===== config.mk =====
export PLATFORM = sky130hd
export DESIGN_NAME = dual_reload_timer
export DESIGN_NICKNAME = d
export VERILOG_FILES = /design/src/rtl/timer_pkg.sv /design/src/rtl/tmr_channel.sv /design/src/rtl/tmr_outctl.sv /design/src/rtl/dual_reload_timer.sv
export SDC_FILE = /design/constraint.sdc
export NUM_CORES = 1
export LEC_CHECK = 0
export ABC_AREA = 1
export BUFFER_PORTS_ARGS = -buffer_cell sky130_fd_sc_hd__buf_2
export CORE_MARGIN = 3
export CORE_UTILIZATION = 56
export CTS_CLUSTER_DIAMETER = 40
export DETAILED_ROUTE_END_ITERATION = 7
export GPL_TIMING_DRIVEN = 0
export HOLD_SLACK_MARGIN = 0.1
export PLACE_DENSITY_LB_ADDON = 0.25
export RECOVER_POWER = 50
export SLEW_MARGIN = 20
export SYNTH_ARGS = -nofsm -noshare
export SYNTH_HDL_FRONTEND = slang
export SYNTH_SLANG_ARGS = --single-unit
export TNS_END_PERCENT = 100

===== constraint.sdc =====
create_clock -name clk -period 2.3 [get_ports clk]
set_clock_uncertainty 0.15 [all_clocks]
set_input_delay 0.345 -clock clk [delete_from_list [all_inputs] [get_ports clk]]
set_output_delay 0.345 -clock clk [all_outputs]
set_load 0.02 [all_outputs]

===== src/rtl/timer_pkg.sv =====
package timer_pkg;
  localparam int STAT_ADDR = 0;
  localparam int CH_BASE0  = 4;

  typedef enum logic [1:0] {
    OUT_KEEP   = 2'b00,
    OUT_TOGGLE = 2'b01,
    OUT_LOW    = 2'b10,
    OUT_HIGH   = 2'b11
  } out_mode_e;

  // Each channel occupies 2*nb bytes: count bytes, then reload bytes.
  function automatic int ch_base(input int ch, input int nb);
    return CH_BASE0 + ch * 2 * nb;
  endfunction
endpackage


===== src/rtl/tmr_channel.sv =====
module tmr_channel #(
  parameter int CNT_W  = 16,
  parameter int ADDR_W = 4,
  parameter int BASE   = 4
) (
  input  logic              clk,
  input  logic              rst_n,
  input  logic              tick,
  input  logic              count_en,
  input  logic              stat_rd,
  input  logic              wr_en,
  input  logic              rd_en,
  input  logic [ADDR_W-1:0] addr,
  input  logic [7:0]        wdata,
  output logic [CNT_W-1:0]  cnt_q,
  output logic [CNT_W-1:0]  rld_q,
  output logic              flag_q,
  output logic              term_ev
);
  localparam int NB = CNT_W / 8;

  logic [CNT_W-1:0] cnt_d, rld_d;
  logic             flag_d, arm_q, arm_d;
  logic             cnt_wr, cnt_rd;

  always_comb begin
    cnt_d   = cnt_q;
    rld_d   = rld_q;
    cnt_wr  = 1'b0;
    cnt_rd  = 1'b0;
    term_ev = 1'b0;
    for (int b = 0; b < NB; b++) begin
      if (addr == ADDR_W'(BASE + b)) begin
        if (wr_en) begin
          cnt_d[8*b +: 8] = wdata;
          cnt_wr          = 1'b1;
        end
        if (rd_en) cnt_rd = 1'b1;
      end
      if (wr_en && addr == ADDR_W'(BASE + NB + b)) rld_d[8*b +: 8] = wdata;
    end
    if (!cnt_wr && tick && count_en) begin
      if (cnt_q == '0) begin
        cnt_d = rld_q;
      end else begin
        cnt_d   = cnt_q - CNT_W'(1);
        term_ev = (cnt_q == CNT_W'(1));
      end
    end
    // a fresh terminal count outranks a completing clear sequence
    if (term_ev)              flag_d = 1'b1;
    else if (arm_q && cnt_rd) flag_d = 1'b0;
    else                      flag_d = flag_q;
    if (stat_rd)     arm_d = 1'b1;
    else if (cnt_rd) arm_d = 1'b0;
    else             arm_d = arm_q;
  end

  always_ff @(posedge clk or negedge rst_n) begin
    if (!rst_n) begin
      cnt_q  <= '0;
      rld_q  <= '0;
      flag_q <= 1'b0;
      arm_q  <= 1'b0;
    end else begin
      cnt_q  <= cnt_d;
      rld_q  <= rld_d;
      flag_q <= flag_d;
      arm_q  <= arm_d;
    end
  end
endmodule


===== src/rtl/tmr_outctl.sv =====
module tmr_outctl
  import timer_pkg::*;
(
  input  logic      clk,
  input  logic      rst_n,
  input  logic      term_hit,
  input  logic      out_sel,
  input  out_mode_e mode,
  output logic      out_q
);
  logic out_d;

  always_comb begin
    out_d = out_q;
    if (term_hit && out_sel) begin
      unique case (mode)
        OUT_TOGGLE: out_d = ~out_q;
        OUT_LOW:    out_d = 1'b0;
        OUT_HIGH:   out_d = 1'b1;
        default:    out_d = out_q;
      endcase
    end
  end

  always_ff @(posedge clk or negedge rst_n) begin
    if (!rst_n) out_q <= 1'b0;
    else        out_q <= out_d;
  end
endmodule


===== src/rtl/dual_reload_timer.sv =====
module dual_reload_timer
  import timer_pkg::*;
#(
  parameter int CNT_W  = 16,
  parameter int ADDR_W = 4
) (
  input  logic              clk,
  input  logic              rst_n,
  input  logic              tick,
  input  logic              out_sel,
  input  logic [ADDR_W-1:0] addr,
  input  logic              wr_en,
  input  logic              rd_en,
  input  logic [7:0]        wdata,
  output logic [7:0]        rdata,
  output logic              irq,
  output logic              tmr_out
);
  localparam int NUM_CH = 2;
  localparam int NB     = CNT_W / 8;
  localparam logic [NUM_CH-1:0] OUT_MASK = 2'b10;  // channel 1 drives the pin

  logic [1:0]        rst_sync;
  logic              rst_i;
  logic [NUM_CH-1:0] ie_q, ie_d, en_q, en_d, flag_v, term_v;
  out_mode_e         oc_q, oc_d;
  logic              stat_rd, stat_wr;
  logic [CNT_W-1:0]  cnt_v [NUM_CH];
  logic [CNT_W-1:0]  rld_v [NUM_CH];

  // asynchronous assert, synchronous release
  always_ff @(posedge clk or negedge rst_n) begin
    if (!rst_n) rst_sync <= 2'b00;
    else        rst_sync <= {rst_sync[0], 1'b1};
  end
  assign rst_i = rst_sync[1];

  assign stat_rd = rd_en && (addr == ADDR_W'(STAT_ADDR));
  assign stat_wr = wr_en && (addr == ADDR_W'(STAT_ADDR));

  always_comb begin
    ie_d = ie_q;
    oc_d = oc_q;
    en_d = en_q;
    if (stat_wr) begin
      ie_d = wdata[5:4];
      oc_d = out_mode_e'(wdata[3:2]);
      en_d = wdata[1:0];
    end
  end

  always_ff @(posedge clk or negedge rst_i) begin
    if (!rst_i) begin
      ie_q <= '0;
      oc_q <= OUT_KEEP;
      en_q <= '0;
    end else begin
      ie_q <= ie_d;
      oc_q <= oc_d;
      en_q <= en_d;
    end
  end

  for (genvar g = 0; g < NUM_CH; g++) begin : g_ch
    tmr_channel #(
      .CNT_W (CNT_W),
      .ADDR_W(ADDR_W),
      .BASE  (ch_base(g, NB))
    ) u_ch (
      .clk     (clk),
      .rst_n   (rst_i),
      .tick    (tick),
      .count_en(en_q[g]),
      .stat_rd (stat_rd),
      .wr_en   (wr_en),
      .rd_en   (rd_en),
      .addr    (addr),
      .wdata   (wdata),
      .cnt_q   (cnt_v[g]),
      .rld_q   (rld_v[g]),
      .flag_q  (flag_v[g]),
      .term_ev (term_v[g])
    );
  end

  tmr_outctl u_out (
    .clk     (clk),
    .rst_n   (rst_i),
    .term_hit(|(term_v & OUT_MASK)),
    .out_sel (out_sel),
    .mode    (oc_q),
    .out_q   (tmr_out)
  );

  always_comb begin
    rdata = '0;
    if (addr == ADDR_W'(STAT_ADDR))
      rdata = {flag_v[1], flag_v[0], ie_q[1], ie_q[0], oc_q, en_q[1], en_q[0]};
    for (int c = 0; c < NUM_CH; c++) begin
      for (int b = 0; b < NB; b++) begin
        if (addr == ADDR_W'(ch_base(c, NB) + b))      rdata = cnt_v[c][8*b +: 8];
        if (addr == ADDR_W'(ch_base(c, NB) + NB + b)) rdata = rld_v[c][8*b +: 8];
      end
    end
  end

  assign irq = |(flag_v & ie_q);
endmodule


==> flow_metrics.py, run 1 <==
metrics = {
    "timing": {
        "period_needed_ns": 2.23,
        "post-route-period-util_pct": 97.1,
        "drv_slew": 38,
        "rsz0062_at_grt": "no",
        "fmax_ghz": 0.448,
        "holdWs_ns": 0.134,
        "max_slew_margin_pct": -3.42,
        "worstMarginPinSlew_ns": 1.55,
        "tns_ns": 0,
        "hold_violations": 0,
        "finalSetupViolCount": 0,
    },
    "cts": {
        "clock-sinks": 77,
        "cts_tree": "yes",
        "cts_made_buffers": 9,
        "cts_max_level": 3,
        "clock_latency_ns": 0.36,
        "clk_path_buf_depth": 2,
        "cts_root_buf": "clkbuf_8",
        "path_clk_slew_ns": 0.09,
    },
    "worst_setup_path": {
        "worst_setup_path_end_kind": "output port",
        "max_stage_delay_ns": 0.48,
        "slowest_stage": "dfrtp_1",
        "reg2reg_setup_slack_ns": 0.19,
        "cp_max_fo": 6,
        "cp_data_required_time_ns": 1.80,
        "startpoint_type": "flip-flop",
        "path_cells": "nand3_1, nand3_1, nor2_1, nand4_1, nand2_1, nand2_1, buf_2",
        "worstPathArrival_ns": 1.74,
        "path_class": "flip-flop to output port",
    },
    "route": {
        "route.detailed.drc": 0,
        "route.antenna.remaining_nets": 0,
        "vias": 5710,
        "drt-initial-drc-count": 671,
        "via_per_inst": 5.69,
        "firstDrtPassIters": 5,
        "avgRoutedWirePerCell_um": 16.7,
        "drt_wl_total_um": 16800,
    },
    "synthesis": {
        "ys_types": 31,
        "synth.yosys.seq_area_share_pct": 36.0,
        "synth_cells": 821,
        "syn-num-nets": 845,
        "ys_ff_latch": 77,
        "synthesis.area_um2": 5350,
        "yosysWarningCount": 0,
        "syn_avg_cell_area_um2": 6.52,
    },
    "power": {
        "p_leak_uw": 0.00289,
        "finalPower_uw": 4910,
        "switchingPower_uw": 2080,
        "vdd_ir_drop_max_v": 0.000432,
        "p_int_uw": 2830,
        "clkPwrFrac_pct": 22.6,
        "power_density_nw_per_um2": 822,
        "seqPwrFrac_pct": 45.7,
        "power_frac_comb_pct": 31.7,
        "swShare_pct": 42.3,
    },
    "hold_path": {
        "hold_class": "input pin to async pin",
    },
    "cells_and_area": {
        "syn_to_final_growth_pct": 11.5,
        "final_nets": 894,
        "final_area_um2": 5970,
        "n_antenna_cell": 0,
        "drive_gt1_share_pct": 12.8,
    },
    "global_route": {
        "grt.overflow.total": 0,
        "grt_max_degree": 39,
        "grt_pass1_wl_um": 27000,
        "grt_antenna_before_repair": 0,
        "grt_pass1_vias": 5133,
        "grt_usage_pct": 31.9,
    },
    "placement": {
        "dp_hpwl_um": 12600,
        "portBuffers": 27,
        "dpl_cell_area_um2": 5670,
        "globalplace.congestion": 0.981,
    },
    "floorplan": {
        "rows": 35,
        "coreArea_um2": 9280,
        "dieHeight_um": 104,
        "die_w_um": 104,
        "fp.dieArea_um2": 10800,
        "boundaryPins": 28,
        "initial_utilization_pct": 57.6,
    },
    "run_status": {
        "status": "finished, violations left",
        "violations": "capacitance limit, slew limit",
    },
    "run": {
        "drv_cap": 1,
    },
}
==> power by group through the flow <==
stage / Combinational [uW] / Clock (uW) / Sequential, uW
2_1_floorplan: 1160 / 0 / 2080
3_3_place_gp: 1450 / 0 / 2240
3_5_place_dp: 1510 / 0 / 2250
4_1_cts: 1520 / 1110 / 2220
5_1_grt: 1770 / 1180 / 2300
6_report: 1560 / 1110 / 2240
==> worst paths after layout <==
kind	start	to	cells past startpoint
max	g_ch[0].u_ch.cnt_q[6]	rdata[6]	7
min	rst_n	rst_sync[1]	2
max reg2reg	g_ch[0].u_ch.cnt_q[6]	g_ch[0].u_ch.cnt_q[6]	9
min reg2reg	rst_sync[0]	rst_sync[1]	0
max in group asynchronous	rst_sync[1]	g_ch[1].u_ch.rld_q[15]	0
min in group clk	wdata[6]	g_ch[0].u_ch.cnt_q[6]	5
==> Yosys cell counts <==
cell type	number	area, um2
nand2_1	224	841
nor2_1	142	533
nand3_1	100	500
dfrtp_1	77	1930
inv_1	77	289
o21ai_0	50	250
a21oi_1	30	150
nand3b_1	26	195
buf_2	16	80.1
nand4_1	11	68.8
nand2_2	9	56.3
inv_2	8	30.0
nor2_2	7	43.8
nor2_4	7	78.8
o21ai_1	7	35.0
ha_1	6	75.1
nand2_4	4	45.0
nor3_1	3	15.0
clkinv_1	2	7.51
clkinv_2	2	10.0
nand3_2	2	20.0
o2bb2ai_1	2	17.5
a21oi_2	1	8.76
a22o_1	1	8.76
a31oi_2	1	12.5
a31oi_4	1	21.3
buf_6	1	11.3
clkbuf_1	1	3.75
conb_1	1	3.75
inv_4	1	6.26
or2_2	1	6.26
==> repair_timing <==
action | in CTS | in global routing
endpoints found under the setup margin | 6 | 7
hold buffers | 3 | 0
resized for setup | 1 | 4
pin swaps | 0 | 3
buffers inserted | 0 | 7
endpoints found under the hold margin | 5 | 0
==> area by class of cell <==
class | count | area [um2]
fillers | 891 | 3320
repair buffers | 38 | 236
well taps | 129 | 161
plain buffers | 18 | 97.6
inverters | 90 | 343
clock buffers | 10 | 138
multi-input cells | 636 | 2990
clock inverters | 6 | 70.1
flip-flops and latches | 77 | 1930
==> worst max-delay path, delay by kind of cell (launching register included) <==
kind / cells / cell delay (ns)
flip-flops: 1 / 0.48
AND/OR/NAND/NOR: 6 / 0.75
buffers and inverters: 1 / 0.15
==> layout by cell type (no fill, tap or decap), types with 11 or more instances in the layout <==
master    instances
a21oi_1          30
buf_2            41
dfrtp_1          77
inv_1            77
nand2_1         224
nand3_1         100
nand3b_1         26
nand4_1          11
nor2_1          141
o21ai_0          49
==> metal layers <==
layer  vias up  routed length, um  global-route usage [%]
met2       291               7160                    48.0
li1       2733                  -                       -
met1      2641               7540                    46.7
met4         0                464                    10.1
met3        45               1620                    6.11
met5         -                  0                       0
==> flip-flops by register name (all words and copies together) (netlist names) <==
signal            flops
en_q                  2
g_ch.u_ch.arm_q       2
g_ch.u_ch.cnt_q      32
g_ch.u_ch.flag_q      2
g_ch.u_ch.rld_q      32
ie_q                  2
oc_q                  2
rst_sync              2
u_out.out_q           1
==> cell families after synthesis <==
group | Yosys count | share of synthesized area (%)
AND/OR/NAND/NOR | 536 | 44.9
buffers and inverters | 108 | 8.18
AO/OA/AOI/OAI | 93 | 9.42
flip-flops | 77 | 36.0
adder cells (fa/ha/maj) | 6 | 1.40
other | 1 | 0.0701
==> metrics by stage <==
stage               instances  utilization [%]  worst slack [ns]
floorplan                 821                -             0.502
global placement          977             60.8            -0.116
detailed placement        978             61.1           -0.0736
CTS                       997             63.7            0.0302
global route             1004             64.3           0.00336
finish                   1004             64.3            0.0664
Power figures use the tool's default switching activity.
==> inputs of run 2 (changes only) <==
--- a/config.mk
+++ b/config.mk
@@ -7,8 +7,9 @@
 export LEC_CHECK = 0
 export ABC_AREA = 1
 export BUFFER_PORTS_ARGS = -buffer_cell sky130_fd_sc_hd__buf_2
+export CORE_ASPECT_RATIO = 2
 export CORE_MARGIN = 3
-export CORE_UTILIZATION = 56
+export CORE_UTILIZATION = 60
 export CTS_CLUSTER_DIAMETER = 40
 export DETAILED_ROUTE_END_ITERATION = 7
 export GPL_TIMING_DRIVEN = 0
==> constraint.sdc (replaced) <==
create_clock -name clk -period 2.8 [get_ports clk]
set_clock_uncertainty 0.15 [all_clocks]
set_input_delay 0.42 -clock clk [delete_from_list [all_inputs] [get_ports clk]]
set_output_delay 0.42 -clock clk [all_outputs]
set_load 0.02 [all_outputs]
==> flow_metrics.py, run 2 (same netlist as run 1, synthesis figures left out) <==
metrics = {
    "run_status": {
        "status": "finished, final reports clean",
    },
    "cts": {
        "cts_tree": "yes",
        "cts_root_buf": "clkbuf_16",
        "clock_latency_ns": 0.34,
        "cts_resized": 0,
        "clock-sinks": 77,
        "cts_setup_buffers": 0,
        "cts_made_buffers": 9,
        "path_clk_slew_ns": 0.06,
        "cts_max_level": 3,
        "holdBufCountCts": 1,
        "clk_path_buf_depth": 2,
    },
    "cells_and_area": {
        "final.fill_count": 795,
        "layout_common_cells": "nand2_1, nor2_1, nand3_1",
        "seqCellArea_um2": 1930,
        "syn_to_final_growth_pct": 11.1,
        "final_area_um2": 5950,
        "final_nets": 885,
        "top_regs": "g_ch.u_ch.cnt_q x32, g_ch.u_ch.rld_q x32",
        "n_antenna_cell": 0,
        "final_common_cell": "nand2_1",
        "multiInputGateArea_um2": 2990,
        "drive_gt1_share_pct": 11.7,
    },
    "timing": {
        "hold_violations": 0,
        "worstMarginPinSlew_ns": 1.37,
        "drv_slew": 0,
        "max_slew_margin_pct": 8.68,
        "period_needed_ns": 2.57,
        "post-route-period-util_pct": 91.9,
        "rsz0062_at_grt": "no",
        "finalSetupViolCount": 0,
        "fmax_ghz": 0.388,
    },
    "power": {
        "vdd_ir_drop_max_v": 0.000431,
        "p_leak_uw": 0.00289,
        "finalPower_uw": 4330,
        "power_density_nw_per_um2": 728,
    },
    "worst_setup_path": {
        "worst_setup_path_end_kind": "output port",
        "worstPathArrival_ns": 2.00,
        "cp_max_fo": 10,
        "cp_data_required_time_ns": 2.23,
        "startpoint_type": "input pin",
        "r2r-start": "g_ch[1].u_ch.cnt_q[7]",
        "path_class": "input pin to output port",
        "setup.worst_path.start": "addr[1]",
    },
    "route": {
        "drt_wl_total_um": 18300,
        "route.antenna.remaining_nets": 0,
        "vias": 5706,
        "route.detailed.drc": 0,
        "drt-initial-drc-count": 588,
        "via_per_inst": 5.91,
        "firstDrtPassIters": 5,
        "avgRoutedWirePerCell_um": 18.9,
    },
    "placement": {
        "dp_hpwl_um": 14300,
        "globalplace.congestion": 1.07,
        "portBuffers": 27,
        "dpl_cell_area_um2": 5640,
    },
    "hold_path": {
        "hold_class": "flip-flop to flip-flop",
        "worstHoldStart": "rst_sync[0]",
    },
    "global_route": {
        "grt_max_degree": 48,
        "grt_usage_pct": 37.5,
        "grt_antenna_before_repair": 0,
        "grt_pass1_wl_um": 28500,
        "grt.overflow.total": 0,
        "grt_pass1_vias": 5629,
    },
    "floorplan": {
        "boundaryPins": 28,
        "die_w_um": 72.8,
        "initial_utilization_pct": 61.9,
        "dieHeight_um": 140,
        "coreArea_um2": 8650,
        "fp.dieArea_um2": 10200,
        "rows": 48,
    },
    "run": {
        "drv_cap": 0,
    },
}
## run 2: changes by cell type in the layout (fill, tap and decap cells not counted), moves of 2 or more
| cell | delta |
|---|---|
| clkbuf_16 | +9 |
| buf_4 | -8 |
| clkbuf_8 | -9 |
| dlygate4sd3_1 | -2 |
| clkbuf_1 | +3 |
## run 2: path summary, 6_finish.rpt
kind                                           to  slack, ns  cells past startpoint
hold reg to reg                       rst_sync[1]       0.21                      0
max in group asynchronous  g_ch[1].u_ch.rld_q[15]       1.20                      1
hold / removal                        rst_sync[1]       0.21                      0
min in group asynchronous             rst_sync[1]       0.24                      2
setup reg to reg            g_ch[1].u_ch.cnt_q[2]       0.52                      8
setup / recovery                         rdata[7]       0.23                     10
## run 2: metrics by stage
stage | std cells | setup slack, ns | util, % | TNS, ns | hold slack (ns)
after floorplan | 821 | 0.347 | - | 0 | -0.0256
after global placement | 948 | -0.554 | 64.9 | -40.93 | 0.0545
after detailed placement | 949 | 0.316 | 65.2 | 0 | 0.0558
after CTS | 966 | 0.318 | 68.9 | 0 | 0.145
after global routing | 966 | 0.0993 | 68.8 | 0 | 0.216
final | 966 | 0.225 | 68.8 | 0 | 0.205
## run 2: critical path, stage by stage
cell and delay (ns):
clkbuf_1 0.16, nor2_2 0.41, buf_2 0.28, nand3_1 0.15, nand3_1 0.18, nor2_1 0.07, nand4_1 0.07, nand2_1 0.06
nand2_1 0.05, buf_2 0.16
## run 2: metal layers
| layer | vias to the layer above | part of all wire (%) | global-route usage, % |
|---|---|---|---|
| li1 | 2718 | - | - |
| met1 | 2613 | 32 | 36.6 |
| met2 | 261 | 53 | 65.8 |
| met3 | 114 | 4.9 | 4.84 |
| met4 | 0 | 11 | 32.6 |
| met5 | - | 0 | 0 |
## run 2: final cells by class
class / instances / share of cell area, %
sequential: 77 / 32.4
tap: 100 / 2.10
buffer: 18 / 1.60
timing repair buffer: 29 / 2.84
inverter: 90 / 5.76
clock buffer: 11 / 4.08
clock inverter: 5 / 0.989
multi-input combinational: 636 / 50.2
## run 2: where the power goes
| part | leakage, uW | internal (uW) | switching, uW |
|---|---|---|---|
| sequential | 0.000925 | 1420 | 421 |
| clock | 0.000142 | 717 | 471 |
| combinational | 0.00182 | 460 | 843 |
| total | 0.00289 | 2590 | 1730 |
